--- config.mk ---
export PLATFORM = sky130hd
export DESIGN_NAME = sec_rtc
export DESIGN_NICKNAME = d
export VERILOG_FILES = /design/src/rtl/sec_rtc_pkg.sv /design/src/rtl/sec_rtc_prescaler.sv /design/src/rtl/sec_rtc_alarm_chan.sv /design/src/rtl/sec_rtc.sv
export SDC_FILE = /design/constraint.sdc
export NUM_CORES = 1
export LEC_CHECK = 0
export ABC_AREA = 1
export BUFFER_PORTS_ARGS = -buffer_cell sky130_fd_sc_hd__buf_4
export CAP_MARGIN = 20
export CORE_ASPECT_RATIO = 2
export CORE_MARGIN = 3
export CORE_UTILIZATION = 54
export CTS_BUF_LIST = sky130_fd_sc_hd__clkbuf_2 sky130_fd_sc_hd__clkbuf_4 sky130_fd_sc_hd__clkbuf_8
export CTS_CLUSTER_DIAMETER = 200
export DETAILED_ROUTE_END_ITERATION = 16
export PLACE_DENSITY = 0.74
export SLEW_MARGIN = 5
export SYNTH_ARGS = -nofsm -noshare
export SYNTH_HDL_FRONTEND = slang
export SYNTH_SLANG_ARGS = --single-unit
export TNS_END_PERCENT = 10
--- constraint.sdc ---
create_clock -name clk -period 4 [get_ports clk]
set_input_delay 0.8 -clock clk [delete_from_list [all_inputs] [get_ports clk]]
set_output_delay 0.8 -clock clk [all_outputs]
set_load 0.01 [all_outputs]
--- src/rtl/sec_rtc_pkg.sv ---
// Package: shared offsets, field positions and types for the seconds RTC.
// Assumes word-aligned byte offsets that fit in 5 address bits.
package sec_rtc_pkg;
    localparam int DATA_W   = 32;
    localparam int NUM_CHAN = 2;

    localparam logic [4:0] OFF_STATUS = 5'h00;
    localparam logic [4:0] OFF_CFG_A  = 5'h04;
    localparam logic [4:0] OFF_CFG_B  = 5'h08;
    localparam logic [4:0] OFF_TIME   = 5'h0C;
    localparam logic [4:0] OFF_ALM_A  = 5'h10;
    localparam logic [4:0] OFF_ALM_B  = 5'h14;

    localparam int CFG_ALARM_EN = 0;
    localparam int CFG_PER_EN   = 1;
    localparam int CFG_PER_1HZ  = 2;

    typedef struct packed {
        logic per_1hz;
        logic per_en;
        logic alarm_en;
    } chan_cfg_t;
endpackage

--- src/rtl/sec_rtc_prescaler.sv ---
// Module: divides slow_en pulses into a one-second tick and a faster periodic tick.
// Assumes TICKS_PER_SEC >= 2 and TICKS_PER_SEC a multiple of FAST_PER_SEC.
module sec_rtc_prescaler #(
    parameter int TICKS_PER_SEC = 32768,
    parameter int FAST_PER_SEC  = 16
) (
    input  logic clk,
    input  logic rst_n,
    input  logic slow_en,
    input  logic restart,
    output logic sec_tick,
    output logic fast_tick
);
    localparam int FAST_DIV = TICKS_PER_SEC / FAST_PER_SEC;
    localparam int CNT_W    = $clog2(TICKS_PER_SEC);
    localparam int FST_W    = (FAST_DIV > 1) ? $clog2(FAST_DIV) : 1;
    localparam logic [CNT_W-1:0] SEC_LAST = CNT_W'(TICKS_PER_SEC - 1);
    localparam logic [FST_W-1:0] FST_LAST = FST_W'(FAST_DIV - 1);

    logic [CNT_W-1:0] sub_cnt;
    logic [FST_W-1:0] fast_cnt;

    assign sec_tick  = slow_en && !restart && (sub_cnt == SEC_LAST);
    assign fast_tick = slow_en && !restart && (fast_cnt == FST_LAST);

    // Count slow pulses within the second and within the fast period.
    always_ff @(posedge clk) begin
        if (!rst_n || restart) begin
            sub_cnt  <= '0;
            fast_cnt <= '0;
        end else if (slow_en) begin
            sub_cnt  <= (sub_cnt == SEC_LAST) ? '0 : sub_cnt + 1'b1;
            fast_cnt <= (fast_cnt == FST_LAST) ? '0 : fast_cnt + 1'b1;
        end
    end

    AST_SUB_RANGE: assert property (@(posedge clk) disable iff (!rst_n)
        sub_cnt <= SEC_LAST);
    AST_FAST_ALIGNED: assert property (@(posedge clk) disable iff (!rst_n)
        sec_tick |-> fast_tick);
endmodule

--- src/rtl/sec_rtc_alarm_chan.sv ---
// Module: one alarm channel, holding the compare value, the config, the alarm flag,
// the periodic pending flag and the interrupt line.
// Assumes the write strobes come already decoded and time_now is the current count.
module sec_rtc_alarm_chan
    import sec_rtc_pkg::*;
(
    input  logic              clk,
    input  logic              rst_n,
    input  logic              val_we,
    input  logic              cfg_we,
    input  logic              ack,
    input  logic [DATA_W-1:0] wdata,
    input  logic [DATA_W-1:0] time_now,
    input  logic              sec_tick,
    input  logic              fast_tick,
    output logic [DATA_W-1:0] alarm_val,
    output chan_cfg_t         cfg,
    output logic              flag,
    output logic              pend,
    output logic              irq
);
    logic hit, per_sel, per_set, cfg_off;

    assign hit     = sec_tick && ((time_now + 32'd1) == alarm_val);
    assign per_sel = cfg.per_1hz ? sec_tick : fast_tick;
    assign per_set = cfg.per_en && per_sel;
    assign cfg_off = cfg_we && !wdata[CFG_PER_EN];
    assign irq     = (flag && cfg.alarm_en) || pend;

    // Hold the compare value and the configuration written by software.
    always_ff @(posedge clk) begin
        if (!rst_n) begin
            alarm_val <= '0;
            cfg       <= '0;
        end else begin
            if (val_we) alarm_val <= wdata;
            if (cfg_we) cfg <= chan_cfg_t'(wdata[2:0]);
        end
    end

    // Latch the alarm match; a match wins over a same-cycle acknowledge.
    always_ff @(posedge clk) begin
        if (!rst_n)   flag <= 1'b0;
        else if (hit) flag <= 1'b1;
        else if (ack) flag <= 1'b0;
    end

    // Latch the periodic pulse until acknowledged or disabled.
    always_ff @(posedge clk) begin
        if (!rst_n)       pend <= 1'b0;
        else if (cfg_off) pend <= 1'b0;
        else if (per_set) pend <= 1'b1;
        else if (ack)     pend <= 1'b0;
    end

    AST_FLAG_STICKY: assert property (@(posedge clk) disable iff (!rst_n)
        (flag && !ack) |=> flag);
    AST_ACK_CLEARS: assert property (@(posedge clk) disable iff (!rst_n)
        (ack && !hit) |=> !flag);
    AST_ZERO_CFG_QUIET: assert property (@(posedge clk) disable iff (!rst_n)
        (cfg_we && wdata[2:0] == 3'b000) |=> !irq);
    AST_PEND_NEEDS_EN: assert property (@(posedge clk) disable iff (!rst_n)
        pend |-> cfg.per_en);
endmodule

--- src/rtl/sec_rtc.sv ---
// Module: seconds RTC top, with the time counter, the register decode, the read mux
// and two alarm channels.
// Assumes slow_en is synchronous to clk and lasts one cycle per slow period.
module sec_rtc
    import sec_rtc_pkg::*;
#(
    parameter int ADDR_W        = 5,
    parameter int TICKS_PER_SEC = 32768,
    parameter int FAST_PER_SEC  = 16
) (
    input  logic              clk,
    input  logic              rst_n,
    input  logic              slow_en,
    input  logic [ADDR_W-1:0] bus_addr,
    input  logic              bus_we,
    input  logic [31:0]       bus_wdata,
    output logic [31:0]       bus_rdata,
    output logic [1:0]        irq
);
    localparam logic [ADDR_W-1:0] A_STATUS = ADDR_W'(OFF_STATUS);
    localparam logic [ADDR_W-1:0] A_CFG_A  = ADDR_W'(OFF_CFG_A);
    localparam logic [ADDR_W-1:0] A_CFG_B  = ADDR_W'(OFF_CFG_B);
    localparam logic [ADDR_W-1:0] A_TIME   = ADDR_W'(OFF_TIME);
    localparam logic [ADDR_W-1:0] A_ALM_A  = ADDR_W'(OFF_ALM_A);
    localparam logic [ADDR_W-1:0] A_ALM_B  = ADDR_W'(OFF_ALM_B);

    logic [DATA_W-1:0]   time_cnt;
    logic                time_we, sec_tick, fast_tick;
    logic [DATA_W-1:0]   alm_val [NUM_CHAN];
    chan_cfg_t           ch_cfg  [NUM_CHAN];
    logic [NUM_CHAN-1:0] flag, pend;

    assign time_we = bus_we && (bus_addr == A_TIME);

    sec_rtc_prescaler #(
        .TICKS_PER_SEC(TICKS_PER_SEC),
        .FAST_PER_SEC (FAST_PER_SEC)
    ) u_presc (
        .clk      (clk),
        .rst_n    (rst_n),
        .slow_en  (slow_en),
        .restart  (time_we),
        .sec_tick (sec_tick),
        .fast_tick(fast_tick)
    );

    // Load the time on a write, otherwise advance it once per second.
    always_ff @(posedge clk) begin
        if (!rst_n)        time_cnt <= '0;
        else if (time_we)  time_cnt <= bus_wdata;
        else if (sec_tick) time_cnt <= time_cnt + 32'd1;
    end

    for (genvar ch = 0; ch < NUM_CHAN; ch++) begin : g_chan
        localparam logic [ADDR_W-1:0] A_VAL = A_ALM_A + ADDR_W'(4 * ch);
        localparam logic [ADDR_W-1:0] A_CFG = A_CFG_A + ADDR_W'(4 * ch);
        logic val_we, cfg_we, ack;

        assign val_we = bus_we && (bus_addr == A_VAL);
        assign cfg_we = bus_we && (bus_addr == A_CFG);
        assign ack    = bus_we && (bus_addr == A_STATUS) && bus_wdata[ch];

        sec_rtc_alarm_chan u_chan (
            .clk      (clk),
            .rst_n    (rst_n),
            .val_we   (val_we),
            .cfg_we   (cfg_we),
            .ack      (ack),
            .wdata    (bus_wdata),
            .time_now (time_cnt),
            .sec_tick (sec_tick),
            .fast_tick(fast_tick),
            .alarm_val(alm_val[ch]),
            .cfg      (ch_cfg[ch]),
            .flag     (flag[ch]),
            .pend     (pend[ch]),
            .irq      (irq[ch])
        );
    end

    // Return the addressed register, or zero for an unmapped offset.
    always_comb begin
        case (bus_addr)
            A_STATUS: bus_rdata = {28'd0, pend, flag};
            A_CFG_A:  bus_rdata = {29'd0, ch_cfg[0]};
            A_CFG_B:  bus_rdata = {29'd0, ch_cfg[1]};
            A_TIME:   bus_rdata = time_cnt;
            A_ALM_A:  bus_rdata = alm_val[0];
            A_ALM_B:  bus_rdata = alm_val[1];
            default:  bus_rdata = '0;
        endcase
    end

    AST_TIME_STEP: assert property (@(posedge clk) disable iff (!rst_n)
        sec_tick |=> (time_cnt == $past(time_cnt) + 32'd1));
    AST_TIME_LOAD: assert property (@(posedge clk) disable iff (!rst_n)
        time_we |=> (time_cnt == $past(bus_wdata)));
    AST_TIME_HOLD: assert property (@(posedge clk) disable iff (!rst_n)
        (!sec_tick && !time_we) |=> $stable(time_cnt));
endmodule

==> flow_summary.json <==
{
  "outcome": "complete, no violations",
  "clk-insertion-delay-late_ns": 0.44,
  "final_nets": 1358,
  "slew_violations": 0,
  "nFillCells": 1443,
  "syn_avg_cell_area_sq_um": 6.318,
  "worstSetupEndpointType": "output pin",
  "clock_sinks": 132,
  "fin_skew_ns": 0.01540,
  "crit_required_ns": 3.20,
  "setup-violations-final": 0,
  "vias": 8653,
  "clk_pin_slew_ns": 0.08,
  "post_cts_buffers": 0,
  "path_common_cell": "buf_4",
  "grt_pass1_vias": 8562,
  "io_pins": 75,
  "grt_antenna_before_repair": 0,
  "grtUsageTotal": 0.3197,
  "holdCritPathClass": "flip-flop to flip-flop",
  "synthTopCellsByCount": "nand2_1, inv_1, dfxtp_1, nor2_1, nand3_1",
  "drive_above_1_share": 0.1169,
  "die-area_sq_um": 16210,
  "relSlewSlack": 0.4546,
  "initial_core_util": 0.5507,
  "area_delta_synth_final_pct": 13.39,
  "core-area_sq_um": 14350,
  "yosys_warnings": 0,
  "dp_hpwl_um": 19190,
  "dr.first_iter.drc_count": 607,
  "viasPerCell": 5.700,
  "clk_path_buf_depth": 2,
  "cp_num_buf_inv": 3,
  "worstPathCellList": "buf_4 -> nor2_1 -> nand3_1 -> buf_4 -> o221ai_1 -> buf_4",
  "drc": 0,
  "hold_buffers": 0,
  "ys_top_cells_by_area": "dfxtp_1, nand2_1, nand3_1, inv_1, a21oi_1",
  "yosysSeqAreaShare": 0.3343,
  "gp_congestion": 0.9825,
  "clock.fmax_mhz": 288.0,
  "ir_worst_vdd_mv": 0.2207,
  "utilization": 0.6245,
  "cp_slowest_stage_delay_ns": 0.65,
  "htreeDepth": 4,
  "numCtsBuffers": 17,
  "power.density_nw_per_um2": 280.0,
  "synth_seq_cells": 132,
  "cts_tree": "built",
  "rows": 62,
  "finalCritPeriodShare": 0.8680,
  "worstSetupStartpointType": "input port",
  "cts_resized": 0,
  "critPathSlowestCell": "nand3_1",
  "postRouteWirelength_um": 25720,
  "finalSetupTns_ns": 0,
  "synth_nets": 1295,
  "dpl_cell_area_sq_um": 8626,
  "finalHoldViolations": 0,
  "post-place-cells": 1487,
  "maxCapViolCount": 0,
  "p_total_mw": 2.509,
  "path_class": "input port to output pin",
  "grt_setup_unrepaired": "false",
  "ant_nets": 0,
  "cts-root-buf": "clkbuf_8",
  "synth_cells": 1251,
  "synth_enable_flop_cells": 0,
  "cp_data_arrival_time_ns": 2.67,
  "yosysUniqueCellTypes": 42,
  "dr.pass1.iters": 5,
  "synth_most_common_cell": "nand2_1",
  "die_w_um": 91.55,
  "fin_cells": 1518,
  "final_area_sq_um": 8962,
  "place.port_buffers": 74,
  "wl_per_cell_um": 16.94,
  "antenna_cells": 0,
  "leakage_nw": 3.627,
  "die_height_um": 177.1,
  "syn_area_sq_um": 7904,
  "synth_top_area_share": 0.3343,
  "cp_max_fo": 15,
  "grt_max_degree": 65,
  "overflow": 0,
  "async_flop_share": 0,
  "yosys.area.top_type": "dfxtp_1",
  "grt_pass1_wl_um": 40720,
  "crit_family": "simple AND/OR/NAND/NOR gates",
  "fin_crit_ns": 3.472,
  "synth_ff_type": "dfxtp_1",
  "worst_pin_slew_ns": 0.8158
}
-- placed cells by master (no fill, tap or decap), types with 4 or more instances in the layout --
cell,count
a21oi_1,101
a221oi_1,11
a22oi_1,8
a31oi_1,10
buf_4,88
clkbuf_8,17
clkinv_2,4
clkinvlp_4,4
dfxtp_1,132
inv_1,147
inv_6,4
nand2_1,351
nand2_2,17
nand3_1,115
nand4_1,7
nor2_1,129
nor2_2,4
nor2_4,7
nor3_1,13
o21ai_0,72
o221ai_1,29
o22ai_1,5
xnor2_1,7
xor2_1,9
-- metrics by stage --
stage	hold WS, ns	setup WS (ns)
after detailed placement	0.4572	0.5487
final	0.4703	0.5278
after CTS	0.4686	0.5408
after global placement	0.4474	0.5946
after floorplan	0.4285	1.313
after global routing	0.4801	0.4383
-- metal layers --
metal,share of wire,vias to the layer above,global-route usage
li1,-,4255,-
met1,0.33,3942,0.3032
met2,0.52,332,0.5948
met3,0.063,124,0.05234
met4,0.079,0,0.2500
met5,0,-,0
-- state kept, by name, indices dropped and copies added (netlist names) --
signal,cells
g_chan.u_chan.cfg,6
g_chan.u_chan.pend,2
g_chan.u_chan.alarm_val,64
u_presc.fast_cnt,11
g_chan.u_chan.flag,2
time_cnt,32
u_presc.sub_cnt,15
-- worst register-to-register path: cells and delay by family (launching register included) --
family / cells / cell delay, ns
flops: 1 / 0.48
fa+ha+maj: 1 / 0.25
simple gates: 13 / 1.77
compound gates: 1 / 0.18
-- report_power, final --
group          internal [mW]  switching, mW
combinational         0.0614          0.109
sequential              1.33         0.0132
clock                  0.428          0.570
total                   1.82          0.691
-- cell type report --
cell class | count | area, sq um | share of cell area
well taps | 192 | 240.2 | 0.02680
clock buffers | 17 | 234.0 | 0.02611
repair buffers | 88 | 660.6 | 0.07371
multi-input cells | 924 | 4516 | 0.5038
clock inverters | 14 | 102.6 | 0.01145
inverters | 151 | 566.8 | 0.06324
flip-flops and latches | 132 | 2643 | 0.2948
-- path summary, 6_finish.rpt --
check                                         start                     to  cells after the start  slack (ns)
worst min-delay path            u_presc.fast_cnt[7]    u_presc.fast_cnt[7]                      2        0.47
worst max register to register          time_cnt[0]  g_chan[0].u_chan.flag                     15        1.26
worst min register to register  u_presc.fast_cnt[7]    u_presc.fast_cnt[7]                      2        0.47
worst max-delay path                    bus_addr[1]           bus_rdata[8]                      6        0.53
-- kinds of logic (layout without fill, tap and decap cells) --
group / after synthesis / count (layout) / synth area share
flops: 132 / 132 / 0.3343
compound gates: 252 / 252 / 0.1889
simple gates: 651 / 651 / 0.3533
xor+xnor: 18 / 18 / 0.02343
fa+ha+maj: 3 / 3 / 0.004750
buf+inv: 195 / 270 / 0.09530
(Power assumes the default switching activity.)
